`src/rtl/cpu_pkg.sv`:
```
package cpu_pkg;
  localparam int DW   = 8;
  localparam int AW   = 2 * DW;
  localparam int NREG = 4;
  localparam int RSW  = $clog2(NREG);

  typedef enum logic [3:0] {
    OP_LDI  = 4'h0, OP_OUT = 4'h1, OP_LDA = 4'h2, OP_STA = 4'h3,
    OP_JMP  = 4'h4, OP_JZ  = 4'h5, OP_JC  = 4'h6, OP_HALT = 4'h7,
    OP_SUB  = 4'h8, OP_ADD = 4'h9, OP_AND = 4'hA, OP_DEC = 4'hB,
    OP_CLR  = 4'hC, OP_RL  = 4'hD, OP_RRC = 4'hE, OP_MOV = 4'hF
  } opc_e;

  typedef enum logic [2:0] {
    ST_FETCH, ST_EXEC, ST_IMM, ST_ALO, ST_AHI, ST_MEM, ST_HALT
  } state_e;

  typedef struct packed {
    logic [DW-1:0] res;
    logic          zf;
    logic          cf;
  } alu_res_t;

  // Opcodes whose first byte is followed by a two-byte address
  function automatic logic has_addr(opc_e op);
    return (op == OP_LDA) || (op == OP_STA) || (op == OP_JMP) ||
           (op == OP_JZ)  || (op == OP_JC);
  endfunction

  // Register-to-register group: upper half of the opcode space
  function automatic logic is_reg_op(opc_e op);
    return op[3];
  endfunction

  function automatic alu_res_t alu_eval(opc_e op, logic [DW-1:0] a,
                                        logic [DW-1:0] b, logic cin);
    alu_res_t   r;
    logic [DW:0] w;
    w     = '0;
    r.res = b;
    r.cf  = cin;
    case (op)
      OP_ADD: begin w = {1'b0, a} + {1'b0, b}; r.res = w[DW-1:0]; r.cf = w[DW]; end
      OP_SUB: begin w = {1'b0, a} - {1'b0, b}; r.res = w[DW-1:0]; r.cf = w[DW]; end
      OP_DEC: begin
        w = {1'b0, a} - {{DW{1'b0}}, 1'b1};
        r.res = w[DW-1:0];
        r.cf  = w[DW];
      end
      OP_AND: begin r.res = a & b; r.cf = 1'b0; end
      OP_CLR: begin r.res = '0; r.cf = 1'b0; end
      OP_RL:  begin r.res = {a[DW-2:0], a[DW-1]}; r.cf = a[DW-1]; end
      OP_RRC: begin r.res = {cin, a[DW-1:1]}; r.cf = a[0]; end
      default: begin r.res = b; r.cf = cin; end
    endcase
    r.zf = (r.res == '0);
    return r;
  endfunction
endpackage

```
`src/rtl/cpu_regfile.sv`:
```
module cpu_regfile
  import cpu_pkg::*;
#(
  parameter int W = DW,
  parameter int N = NREG
) (
  input  logic                 clk,
  input  logic                 rst_n,
  input  logic                 we,
  input  logic [$clog2(N)-1:0] waddr,
  input  logic [W-1:0]         wdata,
  input  logic [$clog2(N)-1:0] ra_sel,
  input  logic [$clog2(N)-1:0] rb_sel,
  output logic [W-1:0]         ra,
  output logic [W-1:0]         rb
);
  localparam int SW = $clog2(N);

  logic [W-1:0] regs [N];

  for (genvar g = 0; g < N; g++) begin : g_reg
    localparam logic [SW-1:0] IDX = SW'(g);
    always_ff @(posedge clk or negedge rst_n) begin
      if (!rst_n)                  regs[g] <= '0;
      else if (we && waddr == IDX) regs[g] <= wdata;
    end
  end

  assign ra = regs[ra_sel];
  assign rb = regs[rb_sel];
endmodule

```
`src/rtl/cpu_alu.sv`:
```
module cpu_alu
  import cpu_pkg::*;
(
  input  opc_e          op,
  input  logic [DW-1:0] a,
  input  logic [DW-1:0] b,
  input  logic          cin,
  output logic [DW-1:0] res,
  output logic          zf,
  output logic          cf
);
  alu_res_t r;
  always_comb r = alu_eval(op, a, b, cin);
  assign res = r.res;
  assign zf  = r.zf;
  assign cf  = r.cf;
endmodule

```
`src/rtl/cpu_ctrl.sv`:
```
module cpu_ctrl
  import cpu_pkg::*;
(
  input  logic           clk,
  input  logic           rst_n,
  input  logic [DW-1:0]  rdata,
  input  logic           zf,
  input  logic           cf,
  output opc_e           opc,
  output logic [RSW-1:0] rd_sel,
  output logic [RSW-1:0] rs_sel,
  output logic [AW-1:0]  mem_addr,
  output logic           mem_we,
  output logic           rf_we,
  output logic           rf_from_mem,
  output logic           flag_we,
  output logic           io_we,
  output logic           halted,
  output logic           jump_taken,
  output logic [AW-1:0]  jump_dest
);
  state_e        st;
  logic [DW-1:0] ir, lo, hi;
  logic [AW-1:0] pc;
  opc_e          fop;

  assign fop    = opc_e'(rdata[DW-1:DW-4]);
  assign opc    = opc_e'(ir[DW-1:DW-4]);
  assign rd_sel = ir[2*RSW-1:RSW];
  assign rs_sel = ir[RSW-1:0];

  assign jump_dest  = {rdata, lo};
  assign jump_taken = (st == ST_AHI) &&
                      ((opc == OP_JMP) || (opc == OP_JZ && zf) || (opc == OP_JC && cf));

  always_ff @(posedge clk or negedge rst_n) begin
    if (!rst_n) begin
      st <= ST_FETCH;
      pc <= '0;
      ir <= '0;
      lo <= '0;
      hi <= '0;
    end else begin
      case (st)
        ST_FETCH: begin
          ir <= rdata;
          if (fop == OP_HALT) begin
            st <= ST_HALT;
          end else begin
            pc <= pc + 1'b1;
            if (fop == OP_LDI)     st <= ST_IMM;
            else if (has_addr(fop)) st <= ST_ALO;
            else                   st <= ST_EXEC;
          end
        end
        ST_EXEC: st <= ST_FETCH;
        ST_IMM: begin
          pc <= pc + 1'b1;
          st <= ST_FETCH;
        end
        ST_ALO: begin
          lo <= rdata;
          pc <= pc + 1'b1;
          st <= ST_AHI;
        end
        ST_AHI: begin
          hi <= rdata;
          pc <= jump_taken ? jump_dest : pc + 1'b1;
          st <= (opc == OP_LDA || opc == OP_STA) ? ST_MEM : ST_FETCH;
        end
        ST_MEM:  st <= ST_FETCH;
        ST_HALT: st <= ST_HALT;
        default: st <= ST_FETCH;
      endcase
    end
  end

  assign mem_addr    = (st == ST_MEM) ? {hi, lo} : pc;
  assign mem_we      = (st == ST_MEM) && (opc == OP_STA);
  assign rf_we       = ((st == ST_EXEC) && is_reg_op(opc)) || (st == ST_IMM) ||
                       ((st == ST_MEM) && (opc == OP_LDA));
  assign rf_from_mem = (st == ST_IMM) || (st == ST_MEM);
  assign flag_we     = (st == ST_EXEC) && is_reg_op(opc) && (opc != OP_MOV);
  assign io_we       = (st == ST_EXEC) && (opc == OP_OUT);
  assign halted      = (st == ST_HALT);
endmodule

```
`src/rtl/cpu_core.sv`:
```
module cpu_core
  import cpu_pkg::*;
(
  input  logic          clk,
  input  logic          rst_n,
  output logic [15:0]   mem_addr,
  input  logic [7:0]    mem_rdata,
  output logic [7:0]    mem_wdata,
  output logic          mem_we,
  output logic [7:0]    io_out,
  output logic          halted
);
  opc_e           opc;
  logic [RSW-1:0] rd_sel, rs_sel;
  logic           rf_we, rf_from_mem, flag_we, io_we;
  logic           jump_taken;
  logic [AW-1:0]  jump_dest;
  logic [DW-1:0]  rd_val, rs_val, alu_res, wb_data;
  logic           alu_z, alu_c;
  logic           zf_q, cf_q;
  logic [DW-1:0]  io_q;

  cpu_ctrl u_ctrl (
    .clk(clk), .rst_n(rst_n), .rdata(mem_rdata), .zf(zf_q), .cf(cf_q),
    .opc(opc), .rd_sel(rd_sel), .rs_sel(rs_sel), .mem_addr(mem_addr),
    .mem_we(mem_we), .rf_we(rf_we), .rf_from_mem(rf_from_mem),
    .flag_we(flag_we), .io_we(io_we), .halted(halted),
    .jump_taken(jump_taken), .jump_dest(jump_dest)
  );

  assign wb_data = rf_from_mem ? mem_rdata : alu_res;

  cpu_regfile #(.W(DW), .N(NREG)) u_rf (
    .clk(clk), .rst_n(rst_n), .we(rf_we), .waddr(rd_sel), .wdata(wb_data),
    .ra_sel(rd_sel), .rb_sel(rs_sel), .ra(rd_val), .rb(rs_val)
  );

  cpu_alu u_alu (
    .op(opc), .a(rd_val), .b(rs_val), .cin(cf_q),
    .res(alu_res), .zf(alu_z), .cf(alu_c)
  );

  always_ff @(posedge clk or negedge rst_n) begin
    if (!rst_n) begin
      zf_q <= 1'b0;
      cf_q <= 1'b0;
      io_q <= '0;
    end else begin
      if (flag_we) begin
        zf_q <= alu_z;
        cf_q <= alu_c;
      end
      if (io_we) io_q <= rs_val;
    end
  end

  assign mem_wdata = rs_val;
  assign io_out    = io_q;
endmodule

```
`config.mk`:
```
export PLATFORM = sky130hd
export DESIGN_NAME = cpu_core
export DESIGN_NICKNAME = d
export VERILOG_FILES = /design/src/rtl/cpu_pkg.sv /design/src/rtl/cpu_regfile.sv /design/src/rtl/cpu_alu.sv /design/src/rtl/cpu_ctrl.sv /design/src/rtl/cpu_core.sv
export SDC_FILE = /design/constraint.sdc
export NUM_CORES = 1
export LEC_CHECK = 0
export ABC_AREA = 0
export BUFFER_PORTS_ARGS = -buffer_cell sky130_fd_sc_hd__buf_4
export CAP_MARGIN = 20
export CELL_PAD_IN_SITES_DETAIL_PLACEMENT = 2
export CELL_PAD_IN_SITES_GLOBAL_PLACEMENT = 2
export CORE_MARGIN = 4
export CORE_UTILIZATION = 43
export CTS_BUF_LIST = sky130_fd_sc_hd__clkbuf_4 sky130_fd_sc_hd__clkbuf_8
export DETAILED_ROUTE_END_ITERATION = 10
export PLACE_DENSITY = 0.86
export SETUP_SLACK_MARGIN = 0.05
export SLEW_MARGIN = 5
export SYNTH_ARGS = -nofsm -noshare
export SYNTH_HDL_FRONTEND = slang
export SYNTH_SLANG_ARGS = --single-unit
```
`constraint.sdc`:
```
create_clock -name clk -period 8.3 [get_ports clk]
set_input_delay 1.245 -clock clk [delete_from_list [all_inputs] [get_ports clk]]
set_output_delay 1.245 -clock clk [all_outputs]
set_load 0.02 [all_outputs]
```
# Word level (Yosys, flattened, before mapping)
# Cells that the tools add are included.
classes:
  n_addsub: 4
  n_lt_le_gt_ge: 2
  n_eq_ne: 30
  n_mux: 18
  bitwise: 3
  n_reduce_logical: 32
ops:
  columns: ["op", "n"]
  rows:
  - ["one-hot mux 8 bit (7 select lines)", 1]
  - ["2-to-1 mux 16 bit", 3]
  - ["one-hot mux 16 bit (3 select lines)", 1]
  - ["2-to-1 mux 8 bit", 5]
  - ["binary-select mux 8 bit (select 2 bit)", 2]
  - ["== test 4 x 3 -> 1 bit (second input constant)", 7]
  - ["== test 4 bit (second input constant)", 7]
  - ["adder 16 x 1 -> 16 bit (second input constant)", 1]
  - ["== test 4 x 2 -> 1 bit (second input constant)", 4]
  - ["logical AND 1 bit", 12]
  - ["one-hot mux 3 bit (4 select lines)", 1]
  - ["logical OR 1 bit", 10]
  - ["adder 8 x 8 -> 9 bit", 1]
  - ["== test 3 bit (second input constant)", 3]
  - ["2-to-1 mux 3 bit", 3]
  - ["subtractor 8 x 1 -> 9 bit (second input constant)", 1]
  - ["subtractor 8 x 8 -> 9 bit", 1]
  - ["AND 8 bit", 1]
  - ["logical NOT 8 bit", 1]
  - ["== test 3 x 2 -> 1 bit (second input constant)", 2]
  - [">= comparator 3 bit (second input constant)", 2]
  - ["inverter 2 -> 3 bit", 2]
  - ["one-hot mux 1 bit (6 select lines)", 1]
  - ["nonzero test 6 bit", 1]
  - ["13 further kinds", 16]
totals:
  reg_bits: 85
  inputBits: 10
  output_inout_bits: 34

# Logic depth before layout (Yosys ltp)
# Gate-level depths: netlist of run 1.
logic_depth:
  ltp_word: 9
  ltp_mapped: 14
  depth_no_buf: 12

# By module
# From an unflattened synthesis of run 1, not the netlist that was laid out.
hier_totals:
  hier_cells: 554
  hier_area_um2: 5934.4
modules_own_cells:
  columns: ["mod", "instances", "cells_each", "area_per_inst_um2"]
  rows:
  - ["cpu_ctrl", 1, 239, 2446.1]
  - ["cpu_regfile", 1, 88, 1590.3]
  - ["cpu_alu", 1, 197, 1362.6]
  - ["cpu_core", 1, 30, 535.5]

# Worst setup path after synthesis of run 1
# OpenSTA, ideal clock, no wires.
synth_timing:
  kind: "reg2reg"
  start: "register u_ctrl.ir[0]"
  end: "register zf_q"
  setup_time_ns: 0.067
  t_arrival_ns: 3.811
  t_required_ns: 8.233
  path_slack_ns: 4.422
  path_stages_with_launch: 13
  path_buffers: 1
  synth_period_minus_slack_ns: 3.878
  cell_sequence: "dfrtp_1 > clkbuf_1 > mux4_2 > ha_1 > fa_1 > nor2_1 > a21oi_1 > xnor2_1 > a221o_1 > o32a_1 > or4b_1 > nor4_1 > a32o_1"
synth_between:
  elab_chain_len: 7
synth_rtl:
  columns: ["element", "line_no", "rtl"]
  rows:
  - ["start: declaration", "cpu_ctrl.sv:23", "logic [DW-1:0] ir, lo, hi;"]
  - ["start signal: assignment", "cpu_ctrl.sv:46", "ir <= rdata;"]
  - ["inverter 2 -> 3 bit (implied by the code) *", "cpu_regfile.sv:30", "assign rb = regs[rb_sel];"]
  - ["binary-select mux 8 bit (select 2 bit) *", "cpu_regfile.sv:30", null]
  - ["2-to-1 mux 8 bit (implied by the code) * (2 in series)", "cpu_regfile.sv:30", null]
  - ["via mem_wdata[0]", "cpu_core.sv:8", "output logic [7:0] mem_wdata,"]
  - ["subtractor 8 x 8 -> 9 bit (tied with other cells)", "cpu_pkg.sv:44", "OP_SUB: begin w = {1'b0, a} - {1'b0, b}; r.res = w[DW-1:0]; r.cf = w[DW]; end"]
  - ["one-hot mux 8 bit (7 select lines) *", "cpu_pkg.sv:42", "case (op)"]
  - ["logical NOT 8 bit *", "cpu_pkg.sv:56", "r.zf = (r.res == '0);"]
  - ["end signal: assignment", "cpu_core.sv:50", "zf_q <= alu_z;"]
  - ["end: declaration", "cpu_core.sv:20", "logic zf_q, cf_q;"]
# The timed path passes the listed nets; every way through them passes the cells marked *. The select of a mux whose other input is x is not followed.
# A chain may end at the register's enable or synchronous reset.

# Worst setup path in the final report of run 1
layout_timing:
  start: "register u_ctrl.ir[2]"
  end: "register u_rf.regs[21] (netlist name)"
layout_between:
  elab_chain_len: 7
layout_rtl:
  columns: ["element", "line_no", "rtl"]
  rows:
  - ["inverter 2 -> 3 bit (implied by the code)", "cpu_regfile.sv:29", "assign ra = regs[ra_sel];"]
  - ["binary-select mux 8 bit (select 2 bit)", "cpu_regfile.sv:29", null]
  - ["2-to-1 mux 8 bit (implied by the code) (2 in series)", "cpu_regfile.sv:29", null]
  - ["subtractor 8 x 1 -> 9 bit (tied with other cells)", "cpu_pkg.sv:46", "w = {1'b0, a} - {{DW{1'b0}}, 1'b1};"]
  - ["one-hot mux 8 bit (7 select lines)", "cpu_pkg.sv:42", null]
  - ["2-to-1 mux 8 bit", "cpu_core.sv:31", "assign wb_data = rf_from_mem ? mem_rdata : alu_res;"]
  - ["end signal: indexed assignment", "cpu_regfile.sv:25", "else if (we && waddr == IDX) regs[g] <= wdata;"]
  - ["end: declaration", "cpu_regfile.sv:19", "logic [W-1:0] regs [N];"]
# Several ways; a longest one is shown, not always the timed one. The select of a mux whose other input is x is not followed.

==> results of run 1 <==
final timing paths:
| check | start | to | slack, ps | cells after the start |
|---|---|---|---|---|
| worst max register to register | u_ctrl.ir[2]$_DFFE_PN0N_ | u_rf.regs[21]$_DFFE_PN0P_ | 4070 | 10 |
| worst max-delay path | u_ctrl.ir[2]$_DFFE_PN0N_ | u_rf.regs[21]$_DFFE_PN0P_ | 4070 | 10 |
| worst min-delay path | io_out[4]$_DFFE_PN0P_ | io_out[4]$_DFFE_PN0P_ | 490 | 2 |
| min in group asynchronous | rst_n | u_ctrl.lo[4]$_DFFE_PN0P_ | 770 | 1 |
| max in group asynchronous | rst_n | io_out[2]$_DFFE_PN0P_ | 6420 | 2 |
| worst min register to register | io_out[4]$_DFFE_PN0P_ | io_out[4]$_DFFE_PN0P_ | 490 | 2 |
metal layers:
| metal | global-route usage (%) | vias up |
|---|---|---|
| li1 | - | 2249 |
| met1 | 39.2 | 2703 |
| met2 | 49.9 | 184 |
| met3 | 4.53 | 42 |
| met4 | 10.7 | 0 |
| met5 | 0 | - |
sequential cells by signal (all words and copies together) (netlist names):
name	flops
zf_q	1
u_ctrl.st	3
u_ctrl.ir	8
u_ctrl.pc	16
u_ctrl.lo	8
io_out	8
u_ctrl.hi	8
cf_q	1
u_rf.regs	32
through the flow:
step                      std cells  utilization [%]  hold WS [ps]  worst slack (ps)
after floorplan                 601                -           457              4420
after global placement          784             47.9           465              4390
after detailed placement        784             47.9           476              4190
after CTS                       800             49.3           499              4110
after global routing            801             49.5           535              3910
final                           801             49.5           492              4070
cell usage after synthesis, types with 3 or more instances:
library cell   n
a2111oi_0      3
a211oi_1       3
a21oi_1       51
a31oi_1       11
and3_1         6
buf_1          3
buf_2          3
clkbuf_1      28
dfrtp_1       85
ha_1          19
inv_1         18
mux2_2        70
mux4_2        15
nand2_1       72
nand2b_1       8
nand3_1       17
nand3b_1       4
nand4_1        5
nor2_1        36
nor2b_1        6
nor3_1        10
nor4_1         3
o21a_1         6
o21ai_0       47
o21bai_1       3
o22ai_1        9
or3_1          3
xnor2_1        5
xor2_1         4
final cells by class:
cell class                 count  area [um^2]  area share, %
multi-input combinational    460         3370           53.1
sequential                    85         2130           33.5
timing repair buffer          48          380           5.99
tap                          172          215           3.39
clock buffer                   9          124           1.95
inverter                      20         75.1           1.18
clock inverter                 7         57.6          0.906
worst max-delay path: cells and delay by family (launching register included):
kind,cells,cell delay [ps]
adder cells (fa/ha/maj),1,500
XOR/XNOR,1,140
AO/OA/AOI/OAI,6,1600
flip-flops,1,790
multiplexers,2,1070
cell families after synthesis:
group / after synthesis / synth area share [%]
fa+ha+maj: 21 / 4.84
xor+xnor: 9 / 1.37
flops: 85 / 37.1
mux: 88 / 20.4
buf+inv: 56 / 4.06
simple gates: 182 / 15.2
compound gates: 160 / 17.0
==> impl_metrics.yaml, run 1 <==
routing:
  drc: 0
  drt.antenna.violating_nets: 0
  wl_met2_um: 10800
  drtIter0Drc: 348
  routed_via_density: 6.46
  top_layer_used: "met4"
  dr_total_vias: 5178
  totalWireLength_um: 21800
  dr_wl_met3_um: 1200
  wl_met1_um: 9250
  wl_per_cell_um: 27.2
  drt_pass1_iterations: 7
die:
  initial_core_util_pct: 44.7
  rows: 41
  io_pins: 44
  die_area_mm2: 0.0152
  core_mm2: 0.0128
  fp.dieH_um: 123
  die_w_um: 123
clock_tree:
  root_buffer: "clkbuf_8"
  clkTransAtPathRegs_ps: 100
  h-tree-depth: 3
  cts_buffers: 9
  ctsHoldBuffers: 0
  cts.repair.resized: 0
  cts_tree: "yes"
  postCtsSetupRepairBufs: 0
  clock_sinks: 85
  clockBufferDepth: 2
  insertion_delay_ps: 390
synth:
  yosysWarnings: 0
  syn_area_per_cell_um2: 9.54
  synthArstFlopShare_pct: 100
  ys_seq_elements: 85
  synth_top_area_share_pct: 37.1
  yosys.area.top_type: "dfrtp_1"
  synth-main-ff-cell: "dfrtp_1"
  ys_top_cells_by_area: "dfrtp_1 (37%), mux2_2 (14%), mux4_2 (5.9%)"
  synth_edf_count: 0
  synthDistinctLibCells: 67
  syn-num-nets: 632
  synthCells: 601
  ys_seq_area_share_pct: 37.1
  synth_area_mm2: 0.00573
place:
  postPlaceCellArea_mm2: 0.00614
  numPortBuffers: 43
  place_hpwl_um: 14900
  place_congestion: 0.858
setup_path:
  slowest_delay_ps: 790
  worst_ep_arrival_time_ps: 4490
  crit_path_end_kind: "register"
  crit_type: "register to register"
  crit_required_ps: 8570
  start_kind: "register"
  crit_top_cell: "a211oi_1"
  worstPathCellList: "mux4_2 -> ha_1 -> a21oi_1 -> a211oi_1 -> a211oi_1 -> o21ai_0 -> xor2_1 -> a311oi_1 -> o31ai_2 -> mux2_2"
  cp_max_fo: 13
  crit_path_top_delay_cell: "dfrtp_1"
final_layout:
  final_common_cell: "dfrtp_1"
  drive_gt1_share_pct: 24.5
  fillers: 1371
  nNetsFinal: 655
  mostFrequentLayoutCells: "dfrtp_1 (85), nand2_1 (72), mux2_2 (70), a21oi_1 (51)"
  design_area_mm2: 0.00635
  area_growth_pct: 10.8
  antennaDiodeCount: 0
timing:
  hold_violations: 0
  post-route-period-util_pct: 50.9
  finClkSkew_ps: 17.5
  rsz0062_at_grt: "false"
  tns_ps: 0
  min_period_ps: 4230
  max_slew.worst_pin.slew_ps: 1080
  fmax_mhz: 237
  maxSlewHeadroom_pct: 27.9
  setup_viol: 0
  slew_violations: 0
global_routing:
  antenna_found_initial: 0
  grt_max_degree: 58
  grt_overflow: 0
  grt_pass1_vias: 5686
  grt.total_usage_pct: 29.8
  grt_pass1_wl_um: 34100
job:
  maxCapViolations: 0
hold_path:
  min_path_type: "register to register"
status:
  status: "completed"
Power of run 1 is left out: the tool's default activity adds up to more than one toggle a clock period on the data nets, which glitch-free logic cannot reach.
==> run 2: changes to the inputs <==
- CORE_UTILIZATION: 43 -> 40
- PLACE_DENSITY: 0.86 -> 0.8
- clock period: 8.3 -> 4.1 ns (I/O delays scaled with it)
==> impl_metrics.yaml, run 2 (synthesis gave the netlist of run 1 again) <==
clock_tree:
  clockBufferDepth: 2
  insertion_delay_ps: 390
  root_buffer: "clkbuf_8"
  h-tree-depth: 3
  cts_tree: "yes"
  ctsHoldBuffers: 0
  cts_buffers: 9
  clkTransAtPathRegs_ps: 90
  clock_sinks: 85
setup_path:
  r2r_end: "zf_q$_DFFE_PN0P_"
  crit_type: "register to register"
  reg2reg_from: "u_ctrl.ir[2]$_DFFE_PN0N_"
  cp_max_fo: 7
  cp_num_buf_inv: 1
  worstPathCellList: "mux4_2 -> inv_1 -> ha_1 -> fa_1 -> nor2_1 -> a21oi_1 -> xnor2_1 -> a221o_1 -> o32a_1 -> or4b_1 -> nor4_1 -> a32o_1"
  crit_required_ps: 4430
  start_kind: "register"
  crit_family: "compound AO/OA/AOI/OAI gates"
  crit_path_end_kind: "register"
  rrSetupSlack_ps: 310
  worst_ep_arrival_time_ps: 4120
  crit_path_top_delay_cell: "or4b_1"
  rr_worst_depth: 12
  slowest_delay_ps: 500
global_routing:
  grt.total_usage_pct: 26.6
  grt_overflow: 0
  use_met2_pct: 43.0
  grt_pass1_vias: 5692
  top_usage_layer: "met2"
  grt_max_degree: 60
  met3_usage_pct: 3.96
  globalRouteMet1Util_pct: 36.4
  grt_pass1_wl_um: 33700
  antenna_found_initial: 0
die:
  die_area_mm2: 0.0163
  initial_core_util_pct: 41.2
  core_mm2: 0.0139
  die_w_um: 128
  io_pins: 44
  fp.dieH_um: 128
  rows: 43
final_layout:
  fillers: 1500
  mostFrequentLayoutCells: "dfrtp_1 (84), nand2_1 (72), mux2_2 (70), buf_4 (54), a21oi_1 (51)"
  area_growth_pct: 12.1
  final_common_cell: "dfrtp_1"
  fin_cells: 815
  drive_gt1_share_pct: 25.5
  largest_reg_flops: 32
  largest-register: "u_rf.regs"
  nNetsFinal: 662
  largestRegisters: "u_rf.regs: 32 flops, u_ctrl.pc: 16 flops"
  antennaDiodeCount: 0
timing:
  hold_violations: 0
  setup_viol: 0
  min_period_ps: 3790
  setup_slack_ps: 305
  tns_ps: 0
  max_slew.worst_pin.slew_ps: 939
  maxSlewHeadroom_pct: 37.2
  slew_violations: 0
  rsz0062_at_grt: "false"
  post-route-period-util_pct: 92.6
  finClkSkew_ps: 11.8
  fmax_mhz: 264
routing:
  routed_via_density: 6.26
  drt.antenna.violating_nets: 0
  drc: 0
  wl_per_cell_um: 25.3
  drtIter0Drc: 396
  totalWireLength_um: 20600
  dr_total_vias: 5103
  drt_pass1_iterations: 5
place:
  post-place-ws_ps: 261
  numPortBuffers: 43
  dp_cells: 799
  place_congestion: 0.859
  place_hpwl_um: 14700
job:
  maxCapViolations: 0
status:
  status: "completed"
hold_path:
  min_path_type: "primary input to async pin"
==> run 2: layout make-up <==
type / count / area, um^2 / share of cell area (%)
multi-input combinational: 460 / 3380 / 52.6
sequential: 85 / 2130 / 33.1
timing repair buffer: 55 / 433 / 6.74
tap: 180 / 225 / 3.50
clock buffer: 10 / 131 / 2.04
inverter: 20 / 75.1 / 1.17
clock inverter: 5 / 52.6 / 0.818
==> run 2: per-layer routing <==
metal / share of wire, % / vias up
li1: - / 2263
met1: 44 / 2659
met2: 49 / 143
met3: 4.1 / 38
met4: 2.4 / 0
met5: 0 / -
==> run 2: what timing repair did <==
action,CTS,global route
buffers inserted,0,0
endpoints found under the setup margin,0,7
gates resized for setup,0,2
==> run 2: worst max path at each step <==
stage	slack, ps	endpoint	start	cells past startpoint
final	310	zf_q$_DFFE_PN0P_	u_ctrl.ir[2]$_DFFE_PN0N_	12
after global routing	90	zf_q$_DFFE_PN0P_	u_ctrl.ir[2]$_DFFE_PN0N_	11
after CTS	170	u_rf.regs[15]$_DFFE_PN0P_	u_ctrl.ir[2]$_DFFE_PN0N_	11
after detailed placement	260	zf_q$_DFFE_PN0P_	u_ctrl.ir[2]$_DFFE_PN0N_	11
after global placement	310	zf_q$_DFFE_PN0P_	u_ctrl.ir[2]$_DFFE_PN0N_	11
after floorplan	220	zf_q$_DFFE_PN0P_	u_ctrl.ir[0]$_DFFE_PN0N_	12
==> run 2: stage by stage <==
stage / utilization, % / hold slack (ps) / area, um^2
global route: 46.1 / 348 / 6430
detailed placement: 44.5 / 489 / 6210
floorplan: - / 319 / 5730
finish: 46.1 / 290 / 6430
global placement: 44.5 / 469 / 6210
CTS: 45.9 / 316 / 6390
Power of run 2 is left out for the same reason.
